[src/rtl/lrb_pkg.sv]
package lrb_pkg;

    typedef enum logic [1:0] {
        ST_IDLE  = 2'd0,
        ST_FETCH = 2'd1,
        ST_OPER  = 2'd2
    } lrb_state_e;

    localparam int unsigned LRB_NUM_OPS = 2;

endpackage

[src/rtl/lrb_pass_ctr.sv]
module lrb_pass_ctr #(
    parameter int unsigned CNT_W = 8
) (
    input  logic             clk,
    input  logic             rst_n,
    input  logic             load,
    input  logic [CNT_W-1:0] count_in,
    input  logic             step,
    output logic             last
);
    localparam logic [CNT_W-1:0] ONE = CNT_W'(1);

    logic [CNT_W-1:0] remaining_q;

    always_ff @(posedge clk or negedge rst_n) begin
        if (!rst_n) begin
            remaining_q <= '0;
        end else if (load) begin
            remaining_q <= (count_in == '0) ? ONE : count_in;
        end else if (step && (remaining_q != '0)) begin
            remaining_q <= remaining_q - ONE;
        end
    end

    assign last = (remaining_q == ONE);

endmodule

[src/rtl/lrb_addr_gen.sv]
module lrb_addr_gen #(
    parameter int unsigned ADDR_W = 16
) (
    input  logic              clk,
    input  logic              rst_n,
    input  logic              load,
    input  logic              step,
    input  logic [ADDR_W-1:0] base,
    input  logic [ADDR_W-1:0] stride,
    output logic [ADDR_W-1:0] addr
);
    logic [ADDR_W-1:0] addr_q;
    logic [ADDR_W-1:0] stride_q;

    always_ff @(posedge clk or negedge rst_n) begin
        if (!rst_n) begin
            addr_q   <= '0;
            stride_q <= '0;
        end else if (load) begin
            addr_q   <= base;
            stride_q <= stride;
        end else if (step) begin
            addr_q   <= addr_q + stride_q;
        end
    end

    assign addr = addr_q;

endmodule

[src/rtl/lrb_insn_buf.sv]
module lrb_insn_buf #(
    parameter int unsigned DATA_W = 16
) (
    input  logic              clk,
    input  logic              rst_n,
    input  logic              capture,
    input  logic [DATA_W-1:0] wdata,
    input  logic              clear,
    output logic [DATA_W-1:0] word,
    output logic              valid
);
    logic [DATA_W-1:0] word_q;
    logic              valid_q;

    always_ff @(posedge clk or negedge rst_n) begin
        if (!rst_n) begin
            word_q  <= '0;
            valid_q <= 1'b0;
        end else begin
            if (capture) begin
                word_q  <= wdata;
                valid_q <= 1'b1;
            end else if (clear) begin
                valid_q <= 1'b0;
            end
        end
    end

    assign word  = word_q;
    assign valid = valid_q;

endmodule

[src/rtl/loop_bus_sched.sv]
module loop_bus_sched
    import lrb_pkg::*;
#(
    parameter int unsigned ADDR_W = 16,
    parameter int unsigned DATA_W = 16,
    parameter int unsigned CNT_W  = 8
) (
    input  logic              clk,
    input  logic              rst_n,
    input  logic              start,
    input  logic [CNT_W-1:0]  rep_count,
    input  logic [ADDR_W-1:0] insn_addr,
    input  logic [ADDR_W-1:0] op0_base,
    input  logic [ADDR_W-1:0] op0_stride,
    input  logic [ADDR_W-1:0] op1_base,
    input  logic [ADDR_W-1:0] op1_stride,
    output logic              pbus_req,
    output logic [ADDR_W-1:0] pbus_addr,
    input  logic [DATA_W-1:0] pbus_rdata,
    output logic              dbus_req,
    output logic [ADDR_W-1:0] dbus_addr,
    input  logic [DATA_W-1:0] dbus_rdata,
    output logic              op_valid,
    output logic [DATA_W-1:0] op_insn,
    output logic [DATA_W-1:0] op0_data,
    output logic [DATA_W-1:0] op1_data,
    output logic              done,
    output logic              busy,
    output logic              buf_valid
);
    localparam int unsigned NUM_OPS = LRB_NUM_OPS;

    lrb_state_e state_q;
    lrb_state_e state_d;

    logic                          accept;
    logic                          fetch_cyc;
    logic                          op_cyc;
    logic                          last_pass;
    logic [ADDR_W-1:0]             insn_addr_q;
    logic [NUM_OPS-1:0][ADDR_W-1:0] op_base;
    logic [NUM_OPS-1:0][ADDR_W-1:0] op_stride;
    logic [NUM_OPS-1:0][ADDR_W-1:0] op_addr;

    logic              op_valid_q;
    logic              done_q;
    logic [DATA_W-1:0] op0_q;
    logic [DATA_W-1:0] op1_q;

    assign accept = start && (state_q == ST_IDLE);

    assign op_base[0]   = op0_base;
    assign op_base[1]   = op1_base;
    assign op_stride[0] = op0_stride;
    assign op_stride[1] = op1_stride;

    // State register
    always_ff @(posedge clk or negedge rst_n) begin
        if (!rst_n) begin
            state_q <= ST_IDLE;
        end else begin
            state_q <= state_d;
        end
    end

    // Next state and bus outputs
    always_comb begin
        state_d   = state_q;
        pbus_req  = 1'b0;
        pbus_addr = '0;
        dbus_req  = 1'b0;
        dbus_addr = '0;
        fetch_cyc = 1'b0;
        op_cyc    = 1'b0;
        unique case (state_q)
            ST_IDLE: begin
                if (start) begin
                    state_d = ST_FETCH;
                end
            end
            ST_FETCH: begin
                pbus_req  = 1'b1;
                pbus_addr = insn_addr_q;
                fetch_cyc = 1'b1;
                state_d   = ST_OPER;
            end
            ST_OPER: begin
                pbus_req  = 1'b1;
                pbus_addr = op_addr[0];
                dbus_req  = 1'b1;
                dbus_addr = op_addr[1];
                op_cyc    = 1'b1;
                if (last_pass) begin
                    state_d = ST_IDLE;
                end
            end
            default: begin
                state_d = ST_IDLE;
            end
        endcase
    end

    assign busy = (state_q != ST_IDLE);

    always_ff @(posedge clk or negedge rst_n) begin
        if (!rst_n) begin
            insn_addr_q <= '0;
        end else if (accept) begin
            insn_addr_q <= insn_addr;
        end
    end

    lrb_pass_ctr #(
        .CNT_W (CNT_W)
    ) u_pass_ctr (
        .clk      (clk),
        .rst_n    (rst_n),
        .load     (accept),
        .count_in (rep_count),
        .step     (op_cyc),
        .last     (last_pass)
    );

    for (genvar g = 0; g < NUM_OPS; g++) begin : g_agen
        lrb_addr_gen #(
            .ADDR_W (ADDR_W)
        ) u_agen (
            .clk    (clk),
            .rst_n  (rst_n),
            .load   (accept),
            .step   (op_cyc),
            .base   (op_base[g]),
            .stride (op_stride[g]),
            .addr   (op_addr[g])
        );
    end

    lrb_insn_buf #(
        .DATA_W (DATA_W)
    ) u_insn_buf (
        .clk     (clk),
        .rst_n   (rst_n),
        .capture (fetch_cyc),
        .wdata   (pbus_rdata),
        .clear   (op_cyc && last_pass),
        .word    (op_insn),
        .valid   (buf_valid)
    );

    // Operand capture and completion
    always_ff @(posedge clk or negedge rst_n) begin
        if (!rst_n) begin
            op_valid_q <= 1'b0;
            done_q     <= 1'b0;
            op0_q      <= '0;
            op1_q      <= '0;
        end else begin
            op_valid_q <= op_cyc;
            done_q     <= op_cyc && last_pass;
            if (op_cyc) begin
                op0_q <= pbus_rdata;
                op1_q <= dbus_rdata;
            end
        end
    end

    assign op_valid = op_valid_q;
    assign done     = done_q;
    assign op0_data = op0_q;
    assign op1_data = op1_q;

endmodule

[config.mk]
export PLATFORM = sky130hd
export DESIGN_NAME = loop_bus_sched
export DESIGN_NICKNAME = d
export VERILOG_FILES = /design/src/rtl/lrb_pkg.sv /design/src/rtl/lrb_pass_ctr.sv /design/src/rtl/lrb_addr_gen.sv /design/src/rtl/lrb_insn_buf.sv /design/src/rtl/loop_bus_sched.sv
export SDC_FILE = /design/constraint.sdc
export NUM_CORES = 1
export LEC_CHECK = 0
export BUFFER_PORTS_ARGS = -buffer_cell sky130_fd_sc_hd__clkbuf_2
export CAP_MARGIN = 5
export CELL_PAD_IN_SITES_DETAIL_PLACEMENT = 1
export CELL_PAD_IN_SITES_GLOBAL_PLACEMENT = 1
export CORE_ASPECT_RATIO = 0.8
export CORE_MARGIN = 10
export CORE_UTILIZATION = 36
export CTS_CLUSTER_SIZE = 10
export DETAILED_ROUTE_END_ITERATION = 10
export PLACE_DENSITY_LB_ADDON = 0.3
export SETUP_SLACK_MARGIN = 0.1
export SKIP_LAST_GASP = 1
export SLEW_MARGIN = 30
export SYNTH_ARGS = -nofsm -noshare
export SYNTH_HDL_FRONTEND = slang
export SYNTH_SLANG_ARGS = --single-unit
export TNS_END_PERCENT = 20
[constraint.sdc]
create_clock -name clk -period 2.4 [get_ports clk]
set_clock_uncertainty 0.15 [all_clocks]
set_input_delay 0.24 -clock clk [delete_from_list [all_inputs] [get_ports clk]]
set_output_delay 0.24 -clock clk [all_outputs]
set_load 0.01 [all_outputs]
# Word level (Yosys, flattened, before mapping)
# Index checks and enable logic that the tools add are counted.
[totals]
reg_bits = 141
latchBits = 0
ramBits = 0
rom_bits = 0
in_bits = 123
word_cells = 50
n_memories = 0
[classes]
addsub = 3
mul = 0
div = 0
n_lt_le_gt_ge = 0
eq_ne = 5
shift = 0
muxes = 17
bitwise = 0
n_reduce_logical = 12
[ops]
columns = ["operator", "count"]
rows = [
  ["$mux 16", 5],
  ["$add 16x16->16", 2],
  ["$pmux 16 s2", 1],
  ["$mux 8", 3],
  ["$eq 8x1->1 const B", 1],
  ["$logic_not 8->1", 1],
  ["$reduce_bool 2->1", 4],
  ["$reduce_bool 8->1", 1],
  ["$sub 8x1->8 const B", 1],
  ["$pmux 2 s3", 1],
  ["$mux 1", 5],
  ["$mux 2", 2],
  ["$ne 2x2->1 const B", 2],
  ["$logic_and 1x1->1", 3],
  ["$eq 2x1->1 const B", 1],
  ["$eq 2x2->1 const B", 1],
  ["$logic_not 2->1", 1],
  ["$reduce_and 2->1", 1],
  ["$reduce_or 2->1", 1],
]

# Logic depth before layout (Yosys ltp)
# Gate-level depths: netlist of the first run.
[logic_depth]
depth_word = 5
ltp_mapped = 9
ltp_nobuf = 9

# By module
# From an unflattened synthesis of the first run, not the netlist that was laid out.
[hier_totals]
hier_cells = 700
hier_area_um2 = 7847.5
[modules_own_cells]
columns = ["mod", "instances", "cells_per_inst", "area_each_um2", "seq_area_each_um2"]
rows = [
  ["loop_bus_sched", 1, 175, 2409.8, 1301.2],
  ["lrb_addr_gen at g_agen[1].u_agen", 1, 228, 2172.1, 800.8],
  ["lrb_addr_gen at g_agen[0].u_agen", 1, 201, 2026.9, 800.8],
  ["lrb_insn_buf", 1, 37, 683.2, 425.4],
  ["lrb_pass_ctr", 1, 59, 555.5, 200.2],
]

# Least setup slack after synthesis of the first run
# OpenSTA, ideal clock, no wires.
[synth_path]
path_type = "flip-flop to flip-flop"
from = "register g_agen[1].u_agen.stride_q[0]"
to = "register g_agen[1].u_agen.addr_q[12]"
arrival_time_ns = 2.177
required_time_ns = 2.167
setup_slack_ns = -0.010
path_stages_with_launch = 10
period_less_slack_ns = 2.410
path_cell_list = "dfrtp_1 > ha_1 > fa_1 > a21oi_1 > o21ai_1 > a31o_2 > a221oi_1 > xnor2_1 > mux2i_1 > o21ai_0"
[synth_between]
elab_chain_cells = 3
[synth_rtl]
columns = ["item", "line", "text"]
rows = [
  ["start, declared", "lrb_addr_gen.sv:13", "logic [ADDR_W-1:0] stride_q;"],
  ["start signal, assigned", "lrb_addr_gen.sv:21", "stride_q <= stride;"],
  ["$add 16x16->16", "lrb_addr_gen.sv:23", "addr_q <= addr_q + stride_q;"],
  ["$mux 16", "lrb_addr_gen.sv:22", "end else if (step) begin"],
  ["$mux 16", "lrb_addr_gen.sv:19", "end else if (load) begin"],
  ["end signal, assigned", "lrb_addr_gen.sv:20", "addr_q <= base;"],
  ["end signal, assigned", "lrb_addr_gen.sv:23", ""],
  ["end, declared", "lrb_addr_gen.sv:12", "logic [ADDR_W-1:0] addr_q;"],
]
# Every way passes these cells. The select of a mux whose other input is x is not followed.
# A chain may end at the register's enable or synchronous reset.

# Worst setup path in the final report of the first run
[layout_path]
from = "register g_agen[0].u_agen.stride_q[0]"
to = "register g_agen[0].u_agen.addr_q[8]"
[layout_between]
elab_chain_cells = 3
[layout_rtl]
columns = ["item", "line"]
rows = [
  ["start, declared", "lrb_addr_gen.sv:13"],
  ["start signal, assigned", "lrb_addr_gen.sv:21"],
  ["$add 16x16->16", "lrb_addr_gen.sv:23"],
  ["$mux 16", "lrb_addr_gen.sv:22"],
  ["$mux 16", "lrb_addr_gen.sv:19"],
  ["end signal, assigned", "lrb_addr_gen.sv:20"],
  ["end signal, assigned", "lrb_addr_gen.sv:23"],
  ["end, declared", "lrb_addr_gen.sv:12"],
]
# Every way passes these cells. The select of a mux whose other input is x is not followed.

==> summary.md, run 1 <==
| Metric | Value |
|---|---|
| Status | `complete, but fails checks` |
| Violated checks | `setup timing` |
| Max-slew violations | `0` |
| Placed cells | `1246` |
| Clk pwr share | `15.8%` |
| Maximum vdd drop | `608 µV` |
| Post-synthesis sequential area ratio | `47.7%` |
| Share of layout cells above drive strength 1 | `35.5%` |
| Minimum clock period | `2.50 ns` |
| Slowest cell delay on critical path | `0.42 ns` |
| RSZ-0062 raised after global routing | `true` |
| Core Area | `0.0200 mm²` |
| Mean Syn Cell Area | `9.61 µm²` |
| Area leader, netlist | `dfrtp_1` |
| Yosys reg bits | `141` |
| DR vias | `7187` |
| Critical path's top delay family | `compound AO/OA/AOI/OAI gates` |
| TritonCTS clock tree | `built` |
| HPWL Detailed | `18700 µm` |
| Worst skew pair latency | `0.43 ns` |
| # IOs | `209` |
| Initial drt markers | `~370` |
| Pwr dens | `around 1500 mW/mm²` |
| Synth Flop Type | `dfrtp_1` |
| Layout area overhead | `53.6%` |
| Reg2reg start | `g_agen[0].u_agen.stride_q[0]` |
| Die ar. | `0.0267 mm²` |
| Drt pass-1 iters | `4` |
| Critical path class | `reg -> reg` |
| Post-route ant nets | `0` |
| Yosys warnings | `0` |
| Final setup violation count | `4` |
| Internal power | `9.68 mW` |
| Register clock-pin slew on the reported worst setup and hold paths | `approximately 0.070 ns` |
| Total Power | `17.1 mW` |
| Chip Width | `180 µm` |
| Initial antenna violation count | `2` |
| CTS buffer count | `17` |
| DRC | `0` |
| H-tree depth | `4` |
| Vias in the first global route | `8155` |
| Starting Density | `between 30 and 40%` |
| Comb power frac | `57.7%` |
| Seq pwr share | `26.5%` |
| EDFF count, synth | `0` |
| Post-DR vias/cell | `5.05` |
| Slowest CP cell | `dfrtp_1` |
| CTS sink cnt | `141` |
| Port buffer count | `208` |
| Worst Tran Pin Value | `roughly 0.75 ns` |
| CP Max Fanout | `3` |
| Final Non-Filler Cells | `about 1.4k` |
| Setup crit start | `g_agen[0].u_agen.stride_q[0]` |
| Crit path launch type | `flop` |
| Gate Count Post-Synth | `770` |
| CTS root buf | `clkbuf_16` |
| Sw Share | `43.6%` |
| Critical Path, Cell by Cell | `ha_4, fa_2, a211oi_2, o211ai_1, a31oi_2, buf_4, xnor2_2, mux2i_1, o21ai_1` |
| Worst EP required | `~2.6 ns` |
| Syn Std Cell Area | `between 0.007 and 0.008 mm²` |
| HP Class | `in -> reg` |
| Min-delay src | `start` |
| Unique masters post-synth | `around 50` |
| Overall die height | `148 µm` |
| Crit path buffers/inverters | `1` |
| Endpoint type of the worst setup path | `flop` |
| Top cells by area, synth | `dfrtp_1, nand2_1, mux2_2, ha_1, a21oi_1` |
| Syn nets | `932` |
| P_sw | `7.47 mW` |
| Arr. time, crit path | `~2.7 ns` |
| Max-Cap Viols | `0` |
| Tcrit/Tclk final | `104%` |
| Fill count | `2252` |
| Rel. slew slack | `49.9%` |
| Final Wtd Congestion | `0.853` |
| GRT Resource Usage Total | `21.4%` |
| DRT Wirelength | `29600 µm` |
| CTS max path bufs | `2` |
| Max frequency | `400 MHz` |
| Final layout net count | `1305` |
| First-pass GRT wire length | `46200 µm` |
| Placement Rows | `46` |
| Final hold vios | `0` |
| Wire per inst | `20.8 µm` |
| Largest net degree at the start of global routing | `48` |
| Total leakage power | `between 5 and 6 nW` |
| Area fraction of the dominant cell type after synthesis | `47.7%` |
| Synth async-reset ratio | `100%` |
| Fin worst setup slack | `-0.101 ns` |
| Overflow after GRT | `0` |
## registers in the layout, indices dropped and copies added (netlist names)
signal / flops
op_valid: 1
u_pass_ctr.remaining_q: 8
insn_addr_q: 16
g_agen.u_agen.addr: 32
state_q: 2
op1_data: 16
op0_data: 16
u_insn_buf.word: 16
g_agen.u_agen.stride_q: 32
done: 1
u_insn_buf.valid: 1
## Yosys cell counts, types with 3 or more instances
master	count
nor3_1	8
o211ai_1	3
and2_1	17
nand3_1	3
nor2b_1	16
mux2i_1	16
a211o_1	3
mux2_2	48
o21a_1	3
nor2_1	33
xnor2_1	20
o21bai_1	4
nand4_1	3
a211oi_1	6
a21oi_1	45
o21ai_1	7
clkbuf_1	37
o21ai_0	40
xor2_1	9
nor3b_1	3
a21o_1	8
dfrtp_1	141
ha_1	37
and3_1	4
a31oi_1	7
inv_1	14
nand2_1	192
a22oi_1	16
## worst register-to-register path, cell delays in order (launching register included)
cell      delay (ns)
dfrtp_1         0.42
ha_4            0.18
fa_2            0.37
a211oi_2        0.27
o211ai_1        0.19
a31oi_2         0.32
buf_4           0.18
xnor2_2         0.06
mux2i_1         0.15
o21ai_1         0.09
## layer usage
layer / up-vias / global-route usage, % / share of wire, %
met5: - / 0 / 0
met4: 0 / 5.08 / 1.2
li1: 3389 / - / -
met1: 3572 / 26.5 / 44
met3: 29 / 7.40 / 6.9
met2: 197 / 35.3 / 48
## cells by family (layout without fill, tap and decap cells)
| group | count (synthesis) | after routing | synth area share (%) |
|---|---|---|---|
| xor gates and xnor gates | 29 | 29 | 3.43 |
| buffers and inverters | 52 | 438 | 2.65 |
| DFF | 141 | 141 | 47.7 |
| muxes | 64 | 64 | 9.47 |
| adders and majority gates | 39 | 39 | 6.80 |
| AOI/OAI and AO/OA | 155 | 155 | 13.1 |
| other | 0 | 2 | 0 |
| and+or+nand+nor | 290 | 290 | 16.9 |
## placed cells by master (no fill, tap or decap), drive strengths merged, types with 3 or more instances in the layout
cell / count
clkbuf: 224
nand2: 193
dfrtp: 141
dlygate4sd3: 121
buf: 63
mux2: 48
a21oi: 47
o21ai: 47
ha: 37
nor2: 33
inv: 23
xnor2: 20
and2: 17
a22oi: 16
nor2b: 16
mux2i: 16
xor2: 9
nor3: 8
a21o: 8
a31oi: 7
a211oi: 6
o21bai: 4
and3: 4
clkinv: 4
o211ai: 3
nand4: 3
nand3: 3
o21a: 3
a211o: 3
nor3b: 3
or3: 3
## final cells by class
type                       instances  area [µm²]  share of cell area, %
antenna                            2        5.00                 0.0440
inverter                          14        52.6                  0.462
sequential                       141        3530                   31.1
multi-input combinational        577        4040                   35.5
timing repair buffer             392        2810                   24.7
clock buffer                      17         425                   3.74
tap                              264         330                   2.91
clock inverter                    15         173                   1.52
## power by group through the flow
stage | Sequential (mW) | Clock (mW) | Combinational (mW)
2_1_floorplan | 4.40 | 0 | 5.25
3_3_place_gp | 4.35 | 0 | 7.99
3_5_place_dp | 4.42 | 0 | 8.21
4_1_cts | 4.42 | 2.78 | 8.76
5_1_grt | 4.68 | 2.88 | 10.9
6_report | 4.54 | 2.72 | 9.89
## metrics by stage
stage	setup TNS [ns]	cell area [µm²]	worst slack (ns)	hold WS [ns]	utilization, %
after floorplan	0	7420	0.0704	-0.206	-
after global placement	-0.264	9020	-0.0983	0.0446	45.0
after detailed placement	-0.690	9020	-0.202	0.0526	45.0
after CTS	-0.390	11000	-0.0777	0.101	54.7
after global routing	-1.16	11400	-0.242	0.133	56.7
final	-0.285	11400	-0.101	0.119	56.7
## repair_timing
item	4_1_cts	5_1_grt
pin swaps	9	27
gates cloned	1	0
setup buffers	8	12
setup endpoints to repair	43	41
hold buffers	121	0
gates resized for setup	10	59
endpoints found under the hold margin	184	0
## final timing paths
check,endpoint,slack [ns],cells past startpoint
worst max register to register,g_agen[0].u_agen.addr[8],-0.10,9
worst min register to register,insn_addr_q[2],0.33,2
worst min-delay path,state_q[1],0.12,3
worst max-delay path,g_agen[0].u_agen.addr[8],-0.10,9
min in group asynchronous,u_pass_ctr.remaining_q[4],0.15,2
max in group asynchronous,g_agen[1].u_agen.addr[7],1.25,3
Power figures use the tool's default switching activity.
==> run 2: changes to the inputs <==
--- a/config.mk
+++ b/config.mk
@@ -7,14 +7,13 @@
 export LEC_CHECK = 0
 export BUFFER_PORTS_ARGS = -buffer_cell sky130_fd_sc_hd__clkbuf_2
 export CAP_MARGIN = 5
-export CELL_PAD_IN_SITES_DETAIL_PLACEMENT = 1
-export CELL_PAD_IN_SITES_GLOBAL_PLACEMENT = 1
 export CORE_ASPECT_RATIO = 0.8
 export CORE_MARGIN = 10
-export CORE_UTILIZATION = 36
+export CORE_UTILIZATION = 40
 export CTS_CLUSTER_SIZE = 10
 export DETAILED_ROUTE_END_ITERATION = 10
 export PLACE_DENSITY_LB_ADDON = 0.3
+export RECOVER_POWER = 25
 export SETUP_SLACK_MARGIN = 0.1
 export SKIP_LAST_GASP = 1
 export SLEW_MARGIN = 30
==> constraint.sdc (replaced) <==
create_clock -name clk -period 2.4 [get_ports clk]
set_clock_uncertainty 0.15 [all_clocks]
set_input_delay 0.48 -clock clk [delete_from_list [all_inputs] [get_ports clk]]
set_output_delay 0.48 -clock clk [all_outputs]
set_load 0.01 [all_outputs]
==> run 2 against run 1 <==
The flow now finishes without violations. Sequential share of layout area up 4.3 points. Sequential cell count did not move. Clock power down 3%. Wire length down 26%. Die area shrank 8.8%. Sequential power fell by 3%. Core utilization fell by 1.8 points. Total power fell by 7.5%. Count of clock-buffer cells in the layout grew 1. Critical path type unchanged. Largest cell class unchanged. Largest power group unchanged.
==> summary.md, run 2 (same netlist as run 1, synthesis figures left out) <==
| Metric | Value |
|---|---|
| Status | `completed` |
| CP Max Fanout | `5` |
| Final hold vios | `0` |
| DRC | `0` |
| CTS sink cnt | `approximately 140` |
| Starting Density | `40.7%` |
| Setup TNS | `0 ns` |
| Multi-input gate area | `0.00393 mm²` |
| Worst EP required | `approximately 2.6 ns` |
| Slowest cell delay on critical path | `0.46 ns` |
| Overall die height | `142 µm` |
| Hold Crit Depth | `3` |
| Arr. time, crit path | `2.53 ns` |
| Register clock-pin slew on the reported worst setup and hold paths | `approximately 0.07 ns` |
| Final layout net count | `between 1k and 1.5k` |
| Vias in the first global route | `6702` |
| Chip Width | `172 µm` |
| Final setup violation count | `0` |
| Max frequency | `429 MHz` |
| Design Area, Final | `0.00998 mm²` |
| Antenna fix cells | `0` |
| Most frequent cells in the layout | `clkbuf_2, nand2_1, dfrtp_1` |
| Wire per inst | `between 15 and 20 µm` |
| GRT Resource Usage Total | `between 10% and 20%` |
| Crit path launch type | `flop` |
| Layout area overhead | `34.8%` |
| Hold_ws | `0.0988 ns` |
| Placement Rows | `between 40 and 50` |
| GR Layer Usage met1 | `22.9%` |
| Rel. slew slack | `36.5%` |
| Total Power | `15.9 mW` |
| Maximum vdd drop | `a little over 600 µV` |
| CTS root buf | `clkbuf_16` |
| HPWL Detailed | `about 16000 µm` |
| Overflow after GRT | `0` |
| DR vias | `6388` |
| TritonCTS clock tree | `built` |
| Post-route ant nets | `0` |
| DRT Wirelength | `21900 µm` |
| Placed standard-cell area | `0.00895 mm²` |
| Largest net degree at the start of global routing | `69` |
| Critical Path, Cell by Cell | `ha_1, a211oi_1, nor2_1, o21ai_2, o21ai_1, a2111oi_1, nor3b_1, nand2_1` |
| Slowest CP cell | `a2111oi_1` |
| Fill count | `1669` |
| Max-Cap Viols | `0` |
| CTS max path bufs | `2` |
| Post-DR vias/cell | `5.08` |
| Layer with the highest usage | `met2` |
| HP Class | `in -> reg` |
| First-pass GRT wire length | `35000 µm` |
| Max-slew violations | `0` |
| Commonest non-fill, non-tap cell in the layout | `clkbuf_2` |
| Worst skew pair latency | `approximately 0.42 ns` |
| H-tree depth | `4` |
| Initial antenna violation count | `1` |
| Share of layout cells above drive strength 1 | `around 38%` |
| Global Route met3 Usage | `a little under a tenth` |
| Drt pass-1 iters | `4` |
| Pwr dens | `1590 mW/mm²` |
| R2r worst-path depth | `8` |
| Total leakage power | `4.86 nW` |
| RSZ-0062 raised after global routing | `true` |
| Register area | `0.00353 mm²` |
| Port buffer count | `208` |
| Core Area | `0.0182 mm²` |
| Critical path class | `reg -> reg` |
| CTS buffer count | `17` |
| Endpoint type of the worst setup path | `flop` |
| Global routing met2 resource utilization | `between 20% and 30%` |
| Tcrit/Tclk final | `97.1%` |
| Final Wtd Congestion | `0.852` |
| Initial drt markers | `362` |
| Worst Tran Pin Value | `0.953 ns` |
| Minimum clock period | `around 2.3 ns` |
| Die ar. | `0.0244 mm²` |
| # IOs | `209` |
[run 2: changes by cell type in the layout (fill, tap and decap cells not counted), sizes merged]
cell	change
diode	-2
clkinv	-1
buf	-9
dlygate4sd3	-120
clkbuf	+2
[run 2: through the flow]
stage,utilization (%),instances,setup WS [ns]
after global routing,54.9,1258,-0.101
after detailed placement,49.2,1206,-0.0821
final,54.9,1258,0.0696
after CTS,54.0,1251,0.0593
after global placement,49.2,1206,-0.00251
after floorplan,-,770,0.0704
[run 2: power breakdown]
group          switching (mW)  leakage (nW)  internal, mW  total, mW
Sequential              0.852          1.69          3.57       4.42
Combinational            4.53          2.88          4.27       8.79
Clock                    1.14         0.290          1.50       2.64
[run 2: layout make-up]
cell class | instances | area share, %
multi-input combinational | 577 | 39.4
timing repair buffer | 264 | 15.9
clock inverter | 14 | 1.49
sequential | 141 | 35.4
clock buffer | 18 | 4.40
tap | 230 | 2.88
inverter | 14 | 0.527
[run 2: worst paths after layout]
check	startpoint	end	slack (ns)
setup / recovery	g_agen[0].u_agen.stride_q[1]	g_agen[0].u_agen.addr[15]	0.07
hold / removal	insn_addr[7]	insn_addr_q[7]	0.1
setup reg to reg	g_agen[0].u_agen.stride_q[1]	g_agen[0].u_agen.addr[15]	0.07
hold reg to reg	insn_addr_q[15]	insn_addr_q[15]	0.33
max in group asynchronous	rst_n	u_insn_buf.word[14]	0.20
min in group asynchronous	rst_n	g_agen[1].u_agen.stride_q[2]	0.61
[run 2: critical path, delay by kind of cell, from the launching register on]
| family | cells | cell delay, ns |
|---|---|---|
| fa+ha+maj | 1 | 0.32 |
| simple gates | 3 | 0.28 |
| compound gates | 4 | 1.12 |
| flops | 1 | 0.42 |
[run 2: metal layers]
metal  part of all wire [%]  wire (µm)
met4                   0.50        110
met5                  0.050         11
met3                     11       2440
met2                     44       9590
met1                     45       9770
[run 2: timing repair]
action,CTS,global route
setup buffers,10,7
pin swaps,10,11
endpoints found under the setup margin,45,44
hold buffers,1,0
gates cloned,2,0
resized for setup,32,25
hold endpoints to repair,33,0
==> run 3: changes to the inputs <==
--- a/config.mk
+++ b/config.mk
@@ -12,7 +12,7 @@
 export CORE_UTILIZATION = 40
 export CTS_CLUSTER_SIZE = 10
 export DETAILED_ROUTE_END_ITERATION = 10
-export PLACE_DENSITY_LB_ADDON = 0.3
+export PLACE_DENSITY = 0.71
 export RECOVER_POWER = 25
 export SETUP_SLACK_MARGIN = 0.1
 export SKIP_LAST_GASP = 1
==> constraint.sdc (replaced) <==
create_clock -name clk -period 2.4 [get_ports clk]
set_clock_uncertainty 0.15 [all_clocks]
set_input_delay 0.48 -clock clk [delete_from_list [all_inputs] [get_ports clk]]
set_output_delay 0.48 -clock clk [all_outputs]
set_load 0.05 [all_outputs]
==> run 3 against run 2 <==
Cell count grew 1.6%. Design area grew 10%. Non-clock buffer count grew 19. Die area is the same. Fmax shrank 2.7%. Setup slack lost 0.065 ns. Sequential share of layout area shrank 3.2 points. Total power grew 24%. Critical endpoint is now pbus_addr[1].
==> summary.md, run 3 (same netlist as run 1, synthesis figures left out) <==
| Metric | Value |
|---|---|
| CTS buffer count | `17` |
| Arr. time, crit path | `1.77 ns` |
| Min-delay src | `insn_addr[1]` |
| Worst skew pair latency | `0.42 ns` |
| CTS sink cnt | `141` |
| Most frequent cells in the layout | `nand2_1, clkbuf_2, dfrtp_1` |
| DRC | `0` |
| Endpoint type of the worst setup path | `output pin` |
| Port buffer count | `208` |
| TritonCTS clock tree | `built` |
| HP Class | `in -> reg` |
| Slowest CP cell | `dfrtp_1` |
| Setup crit start | `state_q[0]` |
| Post-DR vias/cell | `around 5.2` |
| Final core occ | `60.4%` |
| Metal2 WL | `10300 µm` |
| Critical path's top delay family | `buffers and inverters` |
| Vias in the first global route | `6802` |
| Final Wtd Congestion | `0.868` |
| Overall die height | `around 140 µm` |
| Critical path class | `reg -> out` |
| Worst R2R Setup Slack | `0.01 ns` |
| Crit path buffers/inverters | `4` |
| Critical Path, Cell by Cell | `inv_2, ha_4, buf_6, buf_6, a22oi_2, nor2b_4, buf_12` |
| Final layout net count | `1196` |
| M1 WL | `9950 µm` |
| Placement Rows | `44` |
| WL met3 | `2550 µm` |
| CP Max Fanout | `7` |
| Layout area overhead | `48.2%` |
| Crit path launch type | `flop` |
| DR vias | `6650` |
| Top layer in use | `met5` |
| GRT Resource Usage Total | `18.6%` |
| DRT Wirelength | `~23000 µm` |
| Rel. slew slack | `38.4%` |
| H-tree depth | `4` |
| Final hold vios | `0` |
| Initial drt markers | `439` |
| CTS max path bufs | `2` |
| Commonest non-fill, non-tap cell in the layout | `nand2_1` |
| Max frequency | `418 MHz` |
| Starting Density | `40.7%` |
| Final Non-Filler Cells | `1278` |
| Core Area | `approximately 0.018 mm²` |
| Register area | `between 0.003 and 0.004 mm²` |
| Drt pass-1 iters | `4` |
| Placed cells | `1215` |
| Total Power | `~20 mW` |
| Post-route ant nets | `0` |
| Overflow after GRT | `0` |
| Final setup violation count | `0` |
| Max-Cap Viols | `0` |
| Minimum clock period | `2.40 ns` |
| Reg2reg start | `g_agen[0].u_agen.addr[0]` |
| Chip Width | `172 µm` |
| Worst Tran Pin Value | `0.924 ns` |
| CTS root buf | `clkbuf_16` |
| Die ar. | `0.0244 mm²` |
| Most Frequent Cell on Critical Path | `buf_6` |
| First-pass GRT wire length | `35900 µm` |
| Largest net degree at the start of global routing | `roughly 50` |
| Pwr dens | `1790 mW/mm²` |
| Share of layout cells above drive strength 1 | `44.2%` |
| Initial antenna violation count | `2` |
| Wire per inst | `18.0 µm` |
| Fill count | `1510` |
| RSZ-0062 raised after global routing | `true` |
| Multi-input gate area | `0.00421 mm²` |
| Total leakage power | `roughly 5.2 nW` |
| Register clock-pin slew on the reported worst setup and hold paths | `0.07 ns` |
| Status | `completed` |
| Tcrit/Tclk final | `99.8%` |
| HPWL Detailed | `16900 µm` |
| Maximum vdd drop | `between 1000 and 1500 µV` |
| Worst EP required | `between 1.5 and 2 ns` |
| Max-slew violations | `0` |
| # IOs | `209` |
| Slowest cell delay on critical path | `0.39 ns` |
[run 3: worst paths after layout]
path,endpoint,cells past startpoint
max reg2reg,g_agen[0].u_agen.addr[8],9
min in group asynchronous,op1_data[0],2
max in group asynchronous,u_insn_buf.word[12],3
min reg2reg,g_agen[0].u_agen.stride_q[11],2
max,pbus_addr[1],7
min,insn_addr_q[1],3
[run 3: where the power goes]
group          internal (mW)  switching, mW
sequential              3.57          0.920
clock                   1.51           1.23
combinational           5.43           6.93
[run 3: timing repair]
item	4_1_cts	5_1_grt
cloned	3	0
gates resized for setup	56	48
hold buffers	1	0
endpoints found under the setup margin	46	54
pin swaps	12	30
buffers inserted	16	12
endpoints found under the hold margin	34	0
[run 3: tightest hold or removal path, stage by stage]
cell and delay (ns):
clkbuf_2 0.07, nand2_1 0.04, nand2_1 0.05
[run 3: final cells by class]
cell class,instances,share of cell area [%]
Inverter,14,0.479
Multi-Input combinational cell,577,38.4
Timing Repair Buffer,283,20.7
Tap cell,230,2.62
Clock buffer,17,3.88
Sequential cell,141,32.2
Antenna cell,1,0.0228
Clock inverter,15,1.74
[run 3: through the flow]
step           hold slack (ns)  setup TNS [ns]  setup WS, ns  area (µm²)
5_1_grt                 0.0798           -2.57        -0.127       11000
4_1_cts                 0.0769               0      0.000796       10700
2_1_floorplan           0.0344               0        0.0208        7560
6_report                0.0903               0       0.00489       11000
3_5_place_dp             0.262          -0.736        -0.165        9640
3_3_place_gp             0.259          -0.220       -0.0734        9640
[run 3: metal layers]
metal,GRT usage [%],vias up
li1,-,3185
met1,23.7,3222
met2,27.7,220
met3,8.95,21
met4,4.21,2
met5,0,-
